**config.mk**
```make
export PLATFORM = sky130hd
export DESIGN_NAME = sio_cfg_unlock
export DESIGN_NICKNAME = d
export VERILOG_FILES = /design/src/rtl/sio_cfg_pkg.sv /design/src/rtl/sio_port_decode.sv /design/src/rtl/sio_unlock_seq.sv /design/src/rtl/sio_cfg_regs.sv /design/src/rtl/sio_cfg_unlock.sv
export SDC_FILE = /design/constraint.sdc
export NUM_CORES = 1
export LEC_CHECK = 0
export CAP_MARGIN = 20
export CORE_MARGIN = 10
export CORE_UTILIZATION = 40
export DETAILED_ROUTE_END_ITERATION = 7
export SLEW_MARGIN = 20
export SYNTH_ARGS = -nofsm -noshare
export SYNTH_HDL_FRONTEND = slang
export SYNTH_SLANG_ARGS = --single-unit
```
**constraint.sdc**
```tcl
create_clock -name clk -period 4.2 [get_ports clk]
set_input_delay 0.63 -clock clk [delete_from_list [all_inputs] [get_ports clk]]
set_output_delay 0.63 -clock clk [all_outputs]
set_load 0.01 [all_outputs]
```
**src/rtl/sio_cfg_pkg.sv**
```systemverilog
package sio_cfg_pkg;

    typedef enum logic [1:0] {
        ST_LOCKED = 2'd0,
        ST_ARMED  = 2'd1,
        ST_OPEN   = 2'd2
    } lock_st_e;

    localparam logic [7:0] LOCK_BYTE = 8'hAA;
    localparam logic [7:0] IDLE_BYTE = 8'hFF;

    function automatic logic [7:0] unlock_byte(input bit alt);
        return alt ? 8'h66 : 8'h55;
    endfunction

endpackage

```
**src/rtl/sio_port_decode.sv**
```systemverilog
module sio_port_decode #(
    parameter int          ADDR_W   = 16,
    parameter logic [15:0] BASE_PRI = 16'h03F0,
    parameter logic [15:0] BASE_ALT = 16'h0370
) (
    input  logic              clk,
    input  logic              rst_n,
    input  logic              strap_alt,
    input  logic [ADDR_W-1:0] addr,
    output logic              idx_hit,
    output logic              data_hit
);
    localparam logic [ADDR_W-1:0] PRI = ADDR_W'(BASE_PRI);
    localparam logic [ADDR_W-1:0] ALT = ADDR_W'(BASE_ALT);

    logic alt_d, alt_q;

    // strap captured only while reset is held
    always_comb begin
        alt_d = alt_q;
        if (!rst_n) alt_d = strap_alt;
    end

    always_ff @(posedge clk) begin
        alt_q <= alt_d;
    end

    logic [ADDR_W-1:0] base;
    always_comb begin
        base     = alt_q ? ALT : PRI;
        idx_hit  = (addr == base);
        data_hit = (addr == base + ADDR_W'(1));
    end

    a_r8_strap_held: assert property (@(posedge clk) disable iff (!rst_n)
        $stable(alt_q));

endmodule

```
**src/rtl/sio_unlock_seq.sv**
```systemverilog
module sio_unlock_seq
    import sio_cfg_pkg::*;
#(
    parameter bit ALT_KEY = 1'b0
) (
    input  logic       clk,
    input  logic       rst_n,
    input  logic       wr,
    input  logic       rd,
    input  logic       idx_hit,
    input  logic [7:0] wdata,
    output logic       open
);
    localparam logic [7:0] KEY = unlock_byte(ALT_KEY);

    lock_st_e st_d, st_q;
    logic key_wr, lock_wr, any_acc;

    always_comb begin
        key_wr  = wr && idx_hit && (wdata == KEY);
        lock_wr = wr && idx_hit && (wdata == LOCK_BYTE);
        any_acc = wr || rd;
        st_d    = st_q;
        case (st_q)
            ST_LOCKED: if (key_wr) st_d = ST_ARMED;
            ST_ARMED: begin
                if (key_wr)       st_d = ST_OPEN;
                else if (any_acc) st_d = ST_LOCKED;
            end
            ST_OPEN:   if (lock_wr) st_d = ST_LOCKED;
            default:   st_d = ST_LOCKED;
        endcase
    end

    always_ff @(posedge clk) begin
        if (!rst_n) st_q <= ST_LOCKED;
        else        st_q <= st_d;
    end

    assign open = (st_q == ST_OPEN);

    // open only follows the armed state
    a_r1_open_from_armed: assert property (@(posedge clk) disable iff (!rst_n)
        $rose(open) |-> $past(st_q) == ST_ARMED);
    a_r2_cancel: assert property (@(posedge clk) disable iff (!rst_n)
        (st_q == ST_ARMED && any_acc && !key_wr) |=> st_q == ST_LOCKED);
    a_r5_lock: assert property (@(posedge clk) disable iff (!rst_n)
        (open && lock_wr) |=> !open);

endmodule

```
**src/rtl/sio_cfg_regs.sv**
```systemverilog
module sio_cfg_regs
    import sio_cfg_pkg::*;
#(
    parameter int         NREG    = 16,
    parameter logic [7:0] DEV_ID  = 8'h65,
    parameter logic [7:0] REV_ID  = 8'h01,
    parameter int         ID_IDX  = 13,
    parameter int         REV_IDX = 14
) (
    input  logic       clk,
    input  logic       rst_n,
    input  logic       wr,
    input  logic       rd,
    input  logic       idx_hit,
    input  logic       data_hit,
    input  logic       open,
    input  logic [7:0] wdata,
    output logic [7:0] rdata,
    output logic       rvalid
);
    localparam int IDX_W = $clog2(NREG);
    localparam logic [IDX_W-1:0] ID_SEL  = IDX_W'(ID_IDX);
    localparam logic [IDX_W-1:0] REV_SEL = IDX_W'(REV_IDX);

    typedef struct packed {
        logic [NREG-1:0][7:0] regs;
        logic [IDX_W-1:0]     idx;
        logic [7:0]           rdata;
        logic                 rvalid;
    } cfg_st_t;

    cfg_st_t d, q;
    logic [7:0] sel_val;
    logic       ro_sel;

    always_comb begin
        ro_sel = (q.idx == ID_SEL) || (q.idx == REV_SEL);
        if (q.idx == ID_SEL)       sel_val = DEV_ID;
        else if (q.idx == REV_SEL) sel_val = REV_ID;
        else                       sel_val = q.regs[q.idx];

        d        = q;
        d.rvalid = rd;
        d.rdata  = IDLE_BYTE;
        if (rd && open && idx_hit)  d.rdata = {{(8-IDX_W){1'b0}}, q.idx};
        if (rd && open && data_hit) d.rdata = sel_val;

        if (wr && open && idx_hit && wdata != LOCK_BYTE)
            d.idx = wdata[IDX_W-1:0];
        if (wr && open && data_hit && !ro_sel)
            d.regs[q.idx] = wdata;
    end

    always_ff @(posedge clk) begin
        if (!rst_n) q <= '0;
        else        q <= d;
    end

    assign rdata  = q.rdata;
    assign rvalid = q.rvalid;

    a_r3_idx_hold: assert property (@(posedge clk) disable iff (!rst_n)
        !(wr && open && idx_hit) |=> $stable(q.idx));
    a_r6_regs_hold: assert property (@(posedge clk) disable iff (!rst_n)
        !(wr && open && data_hit) |=> $stable(q.regs));
    a_r7_id_const: assert property (@(posedge clk) disable iff (!rst_n)
        (rd && open && data_hit && q.idx == ID_SEL) |=> rdata == DEV_ID);
    a_r10_one_cycle: assert property (@(posedge clk) disable iff (!rst_n)
        rd |=> rvalid);

endmodule

```
**src/rtl/sio_cfg_unlock.sv**
```systemverilog
module sio_cfg_unlock #(
    parameter int         ADDR_W  = 16,
    parameter bit         ALT_KEY = 1'b0,
    parameter int         NREG    = 16,
    parameter logic [7:0] DEV_ID  = 8'h65,
    parameter logic [7:0] REV_ID  = 8'h01
) (
    input  logic              clk,
    input  logic              rst_n,
    input  logic              strap_alt,
    input  logic              bus_wr,
    input  logic              bus_rd,
    input  logic [ADDR_W-1:0] bus_addr,
    input  logic [7:0]        bus_wdata,
    output logic [7:0]        bus_rdata,
    output logic              bus_rvalid,
    output logic              cfg_mode
);
    logic idx_hit, data_hit, open;

    sio_port_decode #(.ADDR_W(ADDR_W)) u_dec (
        .clk(clk), .rst_n(rst_n), .strap_alt(strap_alt), .addr(bus_addr),
        .idx_hit(idx_hit), .data_hit(data_hit)
    );

    sio_unlock_seq #(.ALT_KEY(ALT_KEY)) u_seq (
        .clk(clk), .rst_n(rst_n), .wr(bus_wr), .rd(bus_rd),
        .idx_hit(idx_hit), .wdata(bus_wdata), .open(open)
    );

    sio_cfg_regs #(.NREG(NREG), .DEV_ID(DEV_ID), .REV_ID(REV_ID)) u_regs (
        .clk(clk), .rst_n(rst_n), .wr(bus_wr), .rd(bus_rd),
        .idx_hit(idx_hit), .data_hit(data_hit), .open(open),
        .wdata(bus_wdata), .rdata(bus_rdata), .rvalid(bus_rvalid)
    );

    assign cfg_mode = open;

    a_r6_locked_ff: assert property (@(posedge clk) disable iff (!rst_n)
        (bus_rd && !open) |=> bus_rdata == 8'hFF);

endmodule

```
Yosys cells after proc, flatten, opt, wreduce, memory -nomap -nowiden
Index checks and enable logic that the tools add are counted.
{ "totals": {"register_bits": 144, "in_bits": 29, "output_inout_bits": 10, "word_cells": 68} }
{ "classes": {"eq_ne": 12, "n_lt_le_gt_ge": 2, "muxes": 15, "reduce_logical": 17, "addsub": 1} }
{ "op_table": {"columns": ["op", "n"], "rows": [
  ["128-bit bitwise mux", 1],
  ["8-bit two-way mux", 7],
  ["8-bit binary-select mux with 4-bit select", 1],
  ["8-bit demux with 4-bit select", 1],
  ["16-bit equality test", 2],
  ["16-bit by 1-bit adder with 16-bit output, second input constant", 1],
  ["1-bit logical AND", 12],
  ["4-bit equality test, second input constant", 2],
  ["8-bit by 7-bit equality test with 1-bit output, second input constant", 1],
  ["8-bit equality test, second input constant", 1],
  ["2-bit two-way mux", 4],
  ["8-bit != test, second input constant", 1],
  ["2-bit one-hot mux with 3 select lines", 1],
  ["4-bit by 5-bit < comparator with 1-bit output, second input constant", 1],
  ["4-bit by 1-bit >= comparator with 1-bit output, second input constant", 1],
  ["3-bit by 1-bit != test with 1-bit output, second input constant", 1],
  ["3-bit AND reduction", 1],
  ["2-bit by 1-bit equality test with 1-bit output, second input constant", 1],
  ["2-bit equality test, second input constant", 1],
  ["2-bit zero test", 1],
  ["1-bit logical OR", 2],
  ["2-bit by 1-bit != test with 1-bit output, second input constant", 1],
  ["2-bit != test, second input constant", 1],
  ["1-bit zero test", 1]
]} }

Depth between registers and ports, before layout
Gate-level depths: netlist of the first run.
{ "logic_depth": {"ltp_word": 6, "ltp_mapped": 8, "depth_no_buf": 5} }

By module
A second synthesis of the first run with hierarchy kept.
{ "unflattened": {"cells_unflattened": 587, "area_unflattened_um2": 6695.2} }
{ "modules_own_cells": {"columns": ["mod", "seq_area_each_um2", "n_inst", "cells_per_inst", "area_per_inst_um2"], "rows": [
  ["sio_cfg_regs", 2782.7, 1, 559, 6444.9],
  ["sio_unlock_seq", 40.0, 1, 17, 150.1],
  ["sio_port_decode", 30.0, 1, 11, 100.1]
]} }

Worst setup path after synthesis of the first run
Ideal clock, no wire load.
{ "synth_timing": {"path_type": "input to register", "startpoint": "in bus_addr[10]", "endpoint": "reg u_regs.q[23] (netlist bit)", "setup_ns": 0.128, "setup_slack_ns": 1.879, "path_stages": 5, "required_time_ns": 4.072, "arrival_time_ns": 2.193, "cell_sequence": "nor4_4 > nand4_2 > nor4_4 > mux2i_1 > nor2_1"} }
{ "synth_between": {"elab_chain_len": 3} }
{ "synth_rtl": {"columns": ["item", "line", "text"], "rows": [
  ["start, declared", "sio_cfg_unlock.sv:13", "input logic [ADDR_W-1:0] bus_addr,"],
  ["16-bit equality test", "sio_port_decode.sv:32", "data_hit = (addr == base + ADDR_W'(1));"],
  ["1-bit logical AND (2 in a row)", "sio_cfg_regs.sv:50", "if (wr && open && data_hit && !ro_sel)"],
  ["end signal, assigned", "sio_cfg_regs.sv:55", "if (!rst_n) q <= '0;"],
  ["end signal, assigned", "sio_cfg_regs.sv:56", "else q <= d;"],
  ["end, declared", "sio_cfg_regs.sv:32", "cfg_st_t d, q;"]
]} }
Every way passes these cells.
A chain may end at the register's enable or synchronous reset.

Worst setup path in the final report of the first run
{ "layout_timing": {"startpoint": "in bus_addr[0]", "endpoint": "reg u_regs.q[67] (netlist bit)"} }
The elaborated chain is that of the path after synthesis.

==> key figures, run 1 <==
Cells and area
  – Leading cell types in the layout, fill and taps excluded: dfxtp_1 (134), nor2_1 (123), mux2i_1 (119), clkdlybuf4s50_1 (38), mux4_2 (28)
  – Area growth syn-to-layout: 16.40%
  – Fin cells: about 830
  – Layout cell share with drive strength beyond 1: 15.31%
  – Fill cell count: 1,414
  – N_diodes: 0
  – # nets final: roughly 640
  – FF+latch area: 2755 um2
  – Design Area, Final: 7289 um2
  – Multi-input gate area in the final layout: 3237 um2
  – Commonest non-fill, non-tap cell in the layout: dfxtp_1

Logic synthesis
  – Top post-synthesis cells by area: dfxtp_1 (43%), mux2i_1 (19%), mux4_2 (10%)
  – Post-synth ARST share: 0%
  – Syn Area/Cell: 10.70 um2
  – Synth cell types: 44
  – Register area share after synthesis: 43.96%
  – #FFs+latches synth: 137
  – Number of synthesized flops with an enable pin: 1
  – Post-Synthesis Cell Area: around 6300 um2
  – Syn_nets: between 600 and 700
  – Syn Inst Count: 585
  – Ys flop type: dfxtp_1
  – Ys Warns: 0
  – Post-synth top area share: 43.48%
  – Yosys top cell by area: dfxtp_1

Power
  – Peak supply drop: 278.4 uV
  – Tot Pwr: around 2.7 mW
  – Pwr/cell area: 376.5 nW/um2
  – Leakage power: about 2.6 nW

Timing
  – FMAX: 0.3579 GHz
  – Final hold slack: 0.4550 ns
  – Final setup TNS: 0 ns
  – Post-route clock period utilization: 66.53%
  – RSZ-0062 raised after global routing: false
  – Worst slew margin: 36.34%
  – Slew Viols, Final: 0
  – Hold Vio Cnt, Final: 0
  – Worst-margin pin slew: 0.9477 ns
  – Clk_skew: around 0.013 ns
  – Min Tclk post-route: 2.794 ns
  – Setup violators final: 0

Global route
  – Number of global-route vias before repair: 4,388
  – Largest net degree at the start of global routing: 42
  – GR Layer Usage met1: roughly a fifth
  – GR Util met3: under 10%
  – Total Routing Usage GR: 15.32%
  – GRT overflow: 0
  – First-pass GRT wire length: 25,630 um
  – Met2 GRT Util: a little under a quarter
  – Antenna violations before repair: 0
  – Top Usage Layer GRT: met2

Worst setup path
  – Crit Path Category: primary input to register
  – Crit path depth: 6
  – Delay-heaviest family, CP: simple AND/OR/NAND/NOR gates
  – Crit Path Max Fanout: 12
  – Worst setup path start: bus_addr[0]
  – CP Data Required Time: 4.48 ns
  – Setup crit start kind: primary input
  – CP bufs+invs: 1
  – CP Capture Point: u_regs.q[67]$_SDFFE_PN0P_
  – CP most frequent cell: nor2_1
  – CP peak stage delay: 0.71 ns
  – R2R Setup Slk: roughly 1.5 ns
  – Crit path cell chain: clkdlybuf4s50_1, nand2_1, nor2_1, nand4_1, mux2i_1, nor2_1
  – Worst flop-to-flop path startpoint: u_regs.q[9]$_SDFFE_PN0P_
  – Worst EP arrival: ~3.1 ns
  – Crit end category: register
  – R2r endpoint: u_regs.q[67]$_SDFFE_PN0P_
  – Slowest cell on crit path: clkdlybuf4s50_1
  – R2r worst-path depth: 6

Floorplanning
  – Die width: 145.1 um
  – Die area: 21,060 um2
  – Die Height: 145.1 um
  – Core area: 15,260 um2
  – Rows: 45
  – Initial Utilization: between 40% and 50%
  – Io pins: 39

Clocking
  – Post-CTS setup repair buffer count: 0
  – Max clock buf depth: 2
  – Post-CTS sizing: 0
  – Root Driver: clkbuf_16
  – CTS Hold Buffers Added: 0
  – CTS tree: built
  – CTS Sinks: roughly 140
  – Number of CTS-inserted buffers: 17
  – H-tree levels: 4
  – Clk pin slew, worst setup/hold paths: 0.05 ns
  – Later-pin clock latency in the skew report: 0.43 ns

Drt
  – 1st-iter DRT viols: roughly 390
  – TritonRoute pass-1 iters: 5
  – Routed Wire Length: 15,850 um
  – DRC: 0
  – DR vias: approximately 4,500
  – Via density: approximately 5.4
  – Wire per inst: 19.21 um
  – Post-route ant nets: 0

Run status
  – Run status: complete, no violations

Place
  – Post-DP HPWL: 10,740 um
  – I/O Buffers: 38
  – Placed Instances: 798
  – Placer Congestion: 0.8739
  – Placement Cell Area: 6784 um2

Job
  – Max cap viols: 0

Worst hold path
  – Hold Crit Class: register to register
-- report_power, final --
group	total [mW]	switching, mW	internal (mW)	leakage [nW]
registers	1.31	0.00122	1.31	1.11
clock network	1.32	0.514	0.805	0.254
logic	0.117	0.0695	0.0472	1.24
total	2.74	0.585	2.16	2.60
-- through the flow --
step,setup slack (ns),util [%]
2_1_floorplan,1.879,-
3_3_place_gp,1.011,44.46
3_5_place_dp,0.9509,44.46
4_1_cts,1.425,47.77
5_1_grt,1.235,47.77
6_report,1.406,47.77
-- cell families after synthesis --
group,share of synthesized area [%]
muxes,29.81
xor gates and xnor gates,0.1399
AOI/OAI and AO/OA,4.216
buffers and inverters,4.355
and+or+nand+nor,17.52
DFF,43.96
-- cell type report --
cell class / instances / share of cell area [%]
clock buffers: 21 / 6.179
clock inverters: 6 / 0.7552
inverters: 5 / 0.2746
multi-input cells: 390 / 44.40
flip-flops and latches: 137 / 37.80
well taps: 211 / 3.622
repair buffers: 55 / 6.969
-- worst min-delay path by stage --
stage,from,to,slack (ns),cells after the start
global placement,u_regs.q[129]$_SDFFE_PN0P_,u_regs.q[129]$_SDFFE_PN0P_,0.44,1
global route,u_regs.q[132]$_SDFFE_PN0P_,u_regs.q[132]$_SDFFE_PN0P_,0.47,1
floorplan,u_regs.q[126]$_SDFFE_PN0P_,u_regs.q[126]$_SDFFE_PN0P_,0.42,1
CTS,u_regs.q[129]$_SDFFE_PN0P_,u_regs.q[129]$_SDFFE_PN0P_,0.46,1
finish,u_regs.q[124]$_SDFFE_PN0P_,u_regs.q[124]$_SDFFE_PN0P_,0.46,1
detailed placement,u_regs.q[121]$_SDFFE_PN0P_,u_regs.q[121]$_SDFFE_PN0P_,0.44,1
-- synth_stat cells (3+ instances only) --
cell      instances
nand4_1           6
mux2_2            4
nand3_1           7
nand2_1          16
buf_1             4
and2_1           12
inv_1             4
nor4bb_1          3
a22o_1            5
nor4_4            9
mux4_2           28
nor2_1          123
buf_2             5
mux2i_1         119
o21a_1            4
dfxtp_1         136
nor2b_1           4
o21ai_0           6
buf_4            13
nor3_2            4
o211ai_1          3
a22oi_1           6
clkbuf_1         31
nor3_1            3
a21oi_1           4
-- registers in the layout, indices dropped and copies added, names as in the netlist --
register,count
u_regs.q,125
u_dec.alt_q,1
u_seq.st_q,2
u_regs.rvalid,1
u_regs.rdata,8
-- routing by layer --
layer | wire (um) | vias to the layer above
met3 | 971 | 20
met2 | 7187 | 151
met1 | 7448 | 2213
met4 | 242 | 0
li1 | - | 2103
met5 | 0 | -
Note: power is estimated with default switching activity, not from simulation.
==> run 2, diff against run 1 <==
Clock period 4.2 ns to 2.4 ns, I/O delays scaled along.
==> key figures, run 2 (same netlist as run 1, synthesis figures left out) <==
Run status
  – Run status: complete, no violations

Worst setup path
  – Crit end category: register
  – Slowest cell on crit path: dfxtp_2
  – Crit Path Category: register to register
  – Crit path cell chain: mux4_2, a22o_1, a22oi_1, a31oi_1, o21a_1
  – Delay-heaviest family, CP: flip-flops
  – Worst EP arrival: 2.47 ns
  – CP peak stage delay: 0.74 ns
  – Crit Path Max Fanout: 19
  – R2R Setup Slk: 0.25 ns
  – Setup crit start kind: register
  – CP Data Required Time: 2.71 ns
  – CP bufs+invs: 0

Clocking
  – Clk pin slew, worst setup/hold paths: 0.06 ns
  – Later-pin clock latency in the skew report: 0.42 ns
  – H-tree levels: 4
  – Post-CTS setup repair buffer count: 0
  – CTS Sinks: 137
  – Number of CTS-inserted buffers: 17
  – Max clock buf depth: 2
  – Root Driver: clkbuf_16
  – CTS tree: built
  – CTS Hold Buffers Added: 0
  – Post-CTS sizing: 0

Timing
  – Clk_skew: 0.005789 ns
  – Hold Vio Cnt, Final: 0
  – RSZ-0062 raised after global routing: false
  – Worst-margin pin slew: 0.6874 ns
  – Setup WS post-layout: 0.2464 ns
  – Setup violators final: 0
  – Worst slew margin: 53.55%
  – Slew Viols, Final: 0
  – Post-route clock period utilization: 89.73%
  – FMAX: 0.4643 GHz
  – Min Tclk post-route: 2.154 ns

Cells and area
  – Max reg flops: 125
  – Fill cell count: ~1,300
  – Largest Register: u_regs.q
  – Area growth syn-to-layout: 23.14%
  – Fin util: 50.54%
  – Commonest non-fill, non-tap cell in the layout: dfxtp_1
  – Layout cell share with drive strength beyond 1: 19.13%
  – Leading cell types in the layout, fill and taps excluded: dfxtp_1 (134), nor2_1 (123), mux2i_1 (119), clkdlybuf4s50_1 (38), buf_4 (29)
  – # nets final: 661
  – N_diodes: 0

Place
  – Post-DP HPWL: 11,380 um
  – Placer Congestion: roughly 0.87
  – Post-Place Worst Slack: -0.06315 ns
  – I/O Buffers: 38

Global route
  – Largest net degree at the start of global routing: between 60 and 70
  – Number of global-route vias before repair: 4,588
  – Total Routing Usage GR: between 10% and 20%
  – GRT overflow: 0
  – First-pass GRT wire length: 26,250 um
  – Antenna violations before repair: 0

Drt
  – DRC: 0
  – 1st-iter DRT viols: 370
  – DR vias: roughly 4,600
  – Via density: around 5.3
  – Wire per inst: 19.24 um
  – Routed Wire Length: about 16,000 um
  – Post-route ant nets: 0
  – TritonRoute pass-1 iters: 5

Power
  – Leakage power: between 2 and 3 nW
  – Peak supply drop: 516.5 uV
  – Pwr/cell area: between 600 and 700 nW/um2

Floorplanning
  – Die width: roughly 150 um
  – Initial Utilization: 41.04%
  – Die area: 21,060 um2
  – Io pins: 39
  – Core area: 15,260 um2
  – Rows: 45
  – Die Height: 145.1 um

Job
  – Max cap viols: 0

Worst hold path
  – Hold Crit Class: register to register
[run 2: cell types whose count changed in the layout (fill, tap and decap cells not counted)]
cell and change:
buf_12 +14, buf_4 +12, clkinvlp_4 +3, clkinv_2 -2, clkbuf_16 +1, clkbuf_8 +1
[run 2: path summary, 6_finish.rpt]
kind	endpoint	start	cells after the start
worst min-delay path	u_regs.q[128]$_SDFFE_PN0P_	u_regs.q[128]$_SDFFE_PN0P_	1
worst max-delay path	u_regs.rdata[2]$_SDFF_PN0_	u_regs.q[10]$_SDFFE_PN0P_	5
worst min register to register	u_regs.q[128]$_SDFFE_PN0P_	u_regs.q[128]$_SDFFE_PN0P_	1
worst max register to register	u_regs.rdata[2]$_SDFF_PN0_	u_regs.q[10]$_SDFFE_PN0P_	5
[run 2: final cells by class]
| cell class | count | area (um2) | area share, % |
|---|---|---|---|
| multi-input cells | 390 | 3237 | 41.98 |
| flip-flops and latches | 137 | 2755 | 35.73 |
| repair buffers | 81 | 878.3 | 11.39 |
| clock buffers | 23 | 489.2 | 6.344 |
| well taps | 211 | 264.0 | 3.424 |
| clock inverters | 7 | 67.56 | 0.8762 |
| inverters | 5 | 20.02 | 0.2596 |
[run 2: stage by stage]
step	TNS, ns	area [um2]	power (mW)	instances	hold slack [ns]
floorplan	0	6262	2.438	585	0.4241
global placement	-0.6832	7154	2.554	824	0.4387
detailed placement	-0.8193	7154	2.556	824	0.4472
CTS	0	7711	5.014	854	0.4664
global route	0	7711	5.120	854	0.4771
finish	0	7711	4.969	854	0.4663
[run 2: where the power goes]
group / switching, mW / internal (mW) / total (mW)
Sequential: 0.00213 / 2.29 / 2.29
Combinational: 0.124 / 0.0945 / 0.218
Clock: 0.939 / 1.52 / 2.46
[run 2: layer usage]
layer	track usage, %	part of all wire [%]	routed length, um
met1	20.46	46	7626
met2	24.25	46	7608
met3	4.471	4.9	813
met4	5.915	2.4	387
met5	0	0	0
==> run 3, diff against run 2 <==
Settings changed: CORE_ASPECT_RATIO from default to 1.4.
==> key figures, run 3 (same netlist as run 1, synthesis figures left out) <==
Timing
  – Post-route clock period utilization: between 80% and 90%
  – Worst-margin pin slew: 0.5424 ns
  – Hold Vio Cnt, Final: 0
  – Final hold slack: 0.4589 ns
  – Clk_skew: a little over 0.009 ns
  – FMAX: 0.4737 GHz
  – RSZ-0062 raised after global routing: false
  – Slew Viols, Final: 0
  – Min Tclk post-route: 2.111 ns
  – Setup violators final: 0
  – Setup WS post-layout: 0.2888 ns
  – Final setup TNS: 0 ns
  – Worst slew margin: 63.84%

Power
  – Internal: 4.088 mW
  – Clk pwr share: 52.0%
  – Sw frac: 21.71%
  – Tot Pwr: between 5 and 6 mW
  – Pwr/cell area: 671.7 nW/um2
  – Leakage power: 2.834 nW
  – Reg power frac: 43.8%
  – Net switching power: 1.133 mW
  – Comb power frac: 4.1%
  – Peak supply drop: 521.5 uV

Cells and area
  – Area growth syn-to-layout: 24.12%
  – Largest Register: u_regs.q
  – Design Area, Final: 7772 um2
  – Leading cell types in the layout, fill and taps excluded: dfxtp_1 (134), nor2_1 (123), mux2i_1 (119), clkdlybuf4s50_1 (38), buf_4 (34)
  – Fin util: 50.23%
  – Fin cells: 845
  – Max reg flops: 125
  – N_diodes: 0
  – Commonest non-fill, non-tap cell in the layout: dfxtp_1
  – Layout cell share with drive strength beyond 1: around 20%
  – # nets final: 665

Drt
  – TritonRoute pass-1 iters: 4
  – DR vias: 4,539
  – Via density: 5.372
  – Post-route ant nets: 0
  – Wire per inst: about 19 um
  – DRC: 0
  – Routed Wire Length: 16,280 um
  – 1st-iter DRT viols: 323

Global route
  – Largest net degree at the start of global routing: 67
  – Total Routing Usage GR: 15.72%
  – Antenna violations before repair: 0
  – GRT overflow: 0
  – First-pass GRT wire length: roughly 27,000 um
  – Number of global-route vias before repair: 4,685

Clocking
  – Clk pin slew, worst setup/hold paths: 0.06 ns
  – Post-CTS setup repair buffer count: 0
  – Later-pin clock latency in the skew report: about 0.4 ns
  – Post-CTS sizing: 0
  – CTS Hold Buffers Added: 0
  – CTS tree: built
  – Root Driver: clkbuf_16
  – Max clock buf depth: 2
  – Number of CTS-inserted buffers: 17
  – CTS Sinks: 137
  – H-tree levels: 4

Floorplanning
  – Die area: 21,130 um2
  – Core area: ~15,000 um2
  – Io pins: 39
  – Die Height: about 170 um
  – Initial Utilization: 40.47%
  – Rows: 54
  – Die width: ~130 um

Place
  – Placer Congestion: roughly 0.88
  – Post-Place Worst Slack: -0.07187 ns
  – Placement Cell Area: 7153 um2
  – Post-DP HPWL: between 10,000 and 15,000 um
  – I/O Buffers: 38
  – Placed Instances: 813

Worst setup path
  – Crit path cell chain: buf_12, mux4_2, mux2i_1, o21ai_0, a22o_1
  – CP Data Required Time: around 2.7 ns
  – Crit end category: register
  – Delay-heaviest family, CP: multiplexers
  – Crit path depth: 5
  – Setup crit start kind: register
  – Worst flop-to-flop path startpoint: u_regs.q[9]$_SDFFE_PN0P_
  – CP peak stage delay: between 0.5 and 0.6 ns
  – Crit Path Max Fanout: 30
  – R2r worst-path depth: 5
  – Slowest cell on crit path: mux4_2
  – Crit Path Category: register to register
  – Worst setup path start: u_regs.q[9]$_SDFFE_PN0P_
  – CP bufs+invs: 1
  – Worst EP arrival: roughly 2.4 ns

Worst hold path
  – Hold Path Depth: 1
  – Hold Crit Class: register to register
  – Hold Crit Start: u_regs.q[119]$_SDFFE_PN0P_

Run status
  – Run status: complete, no violations

Job
  – Max cap viols: 0
run 3: power groups by stage:
stage	Sequential, mW	Combinational [mW]	Clock [mW]
after CTS	2.29	0.217	2.76
final	2.29	0.215	2.72
after global routing	2.29	0.230	2.86
after global placement	2.34	0.213	0
after floorplan	2.34	0.0985	0
after detailed placement	2.34	0.217	0
run 3: path summary, 6_finish.rpt:
path	to	slack, ns
max	u_regs.rdata[1]$_SDFF_PN0_	0.29
min	u_regs.q[119]$_SDFFE_PN0P_	0.46
max reg2reg	u_regs.rdata[1]$_SDFF_PN0_	0.29
min reg2reg	u_regs.q[119]$_SDFFE_PN0P_	0.46
run 3: layer usage:
layer | track usage, % | routed length (um) | share of wire [%]
met1 | 18.18 | 6813 | 42
met2 | 27.76 | 8521 | 52
met3 | 2.828 | 593 | 3.6
met4 | 6.551 | 352 | 2.2
met5 | 0 | 0 | 0
run 3: area by class of cell:
cell class | instances | area [um2]
fillers | 1352 | 7700
multi-input cells | 390 | 3237
flip-flops and latches | 137 | 2755
repair buffers | 85 | 895.9
clock buffers | 21 | 460.4
well taps | 196 | 245.2
clock inverters | 11 | 158.9
inverters | 5 | 20.02
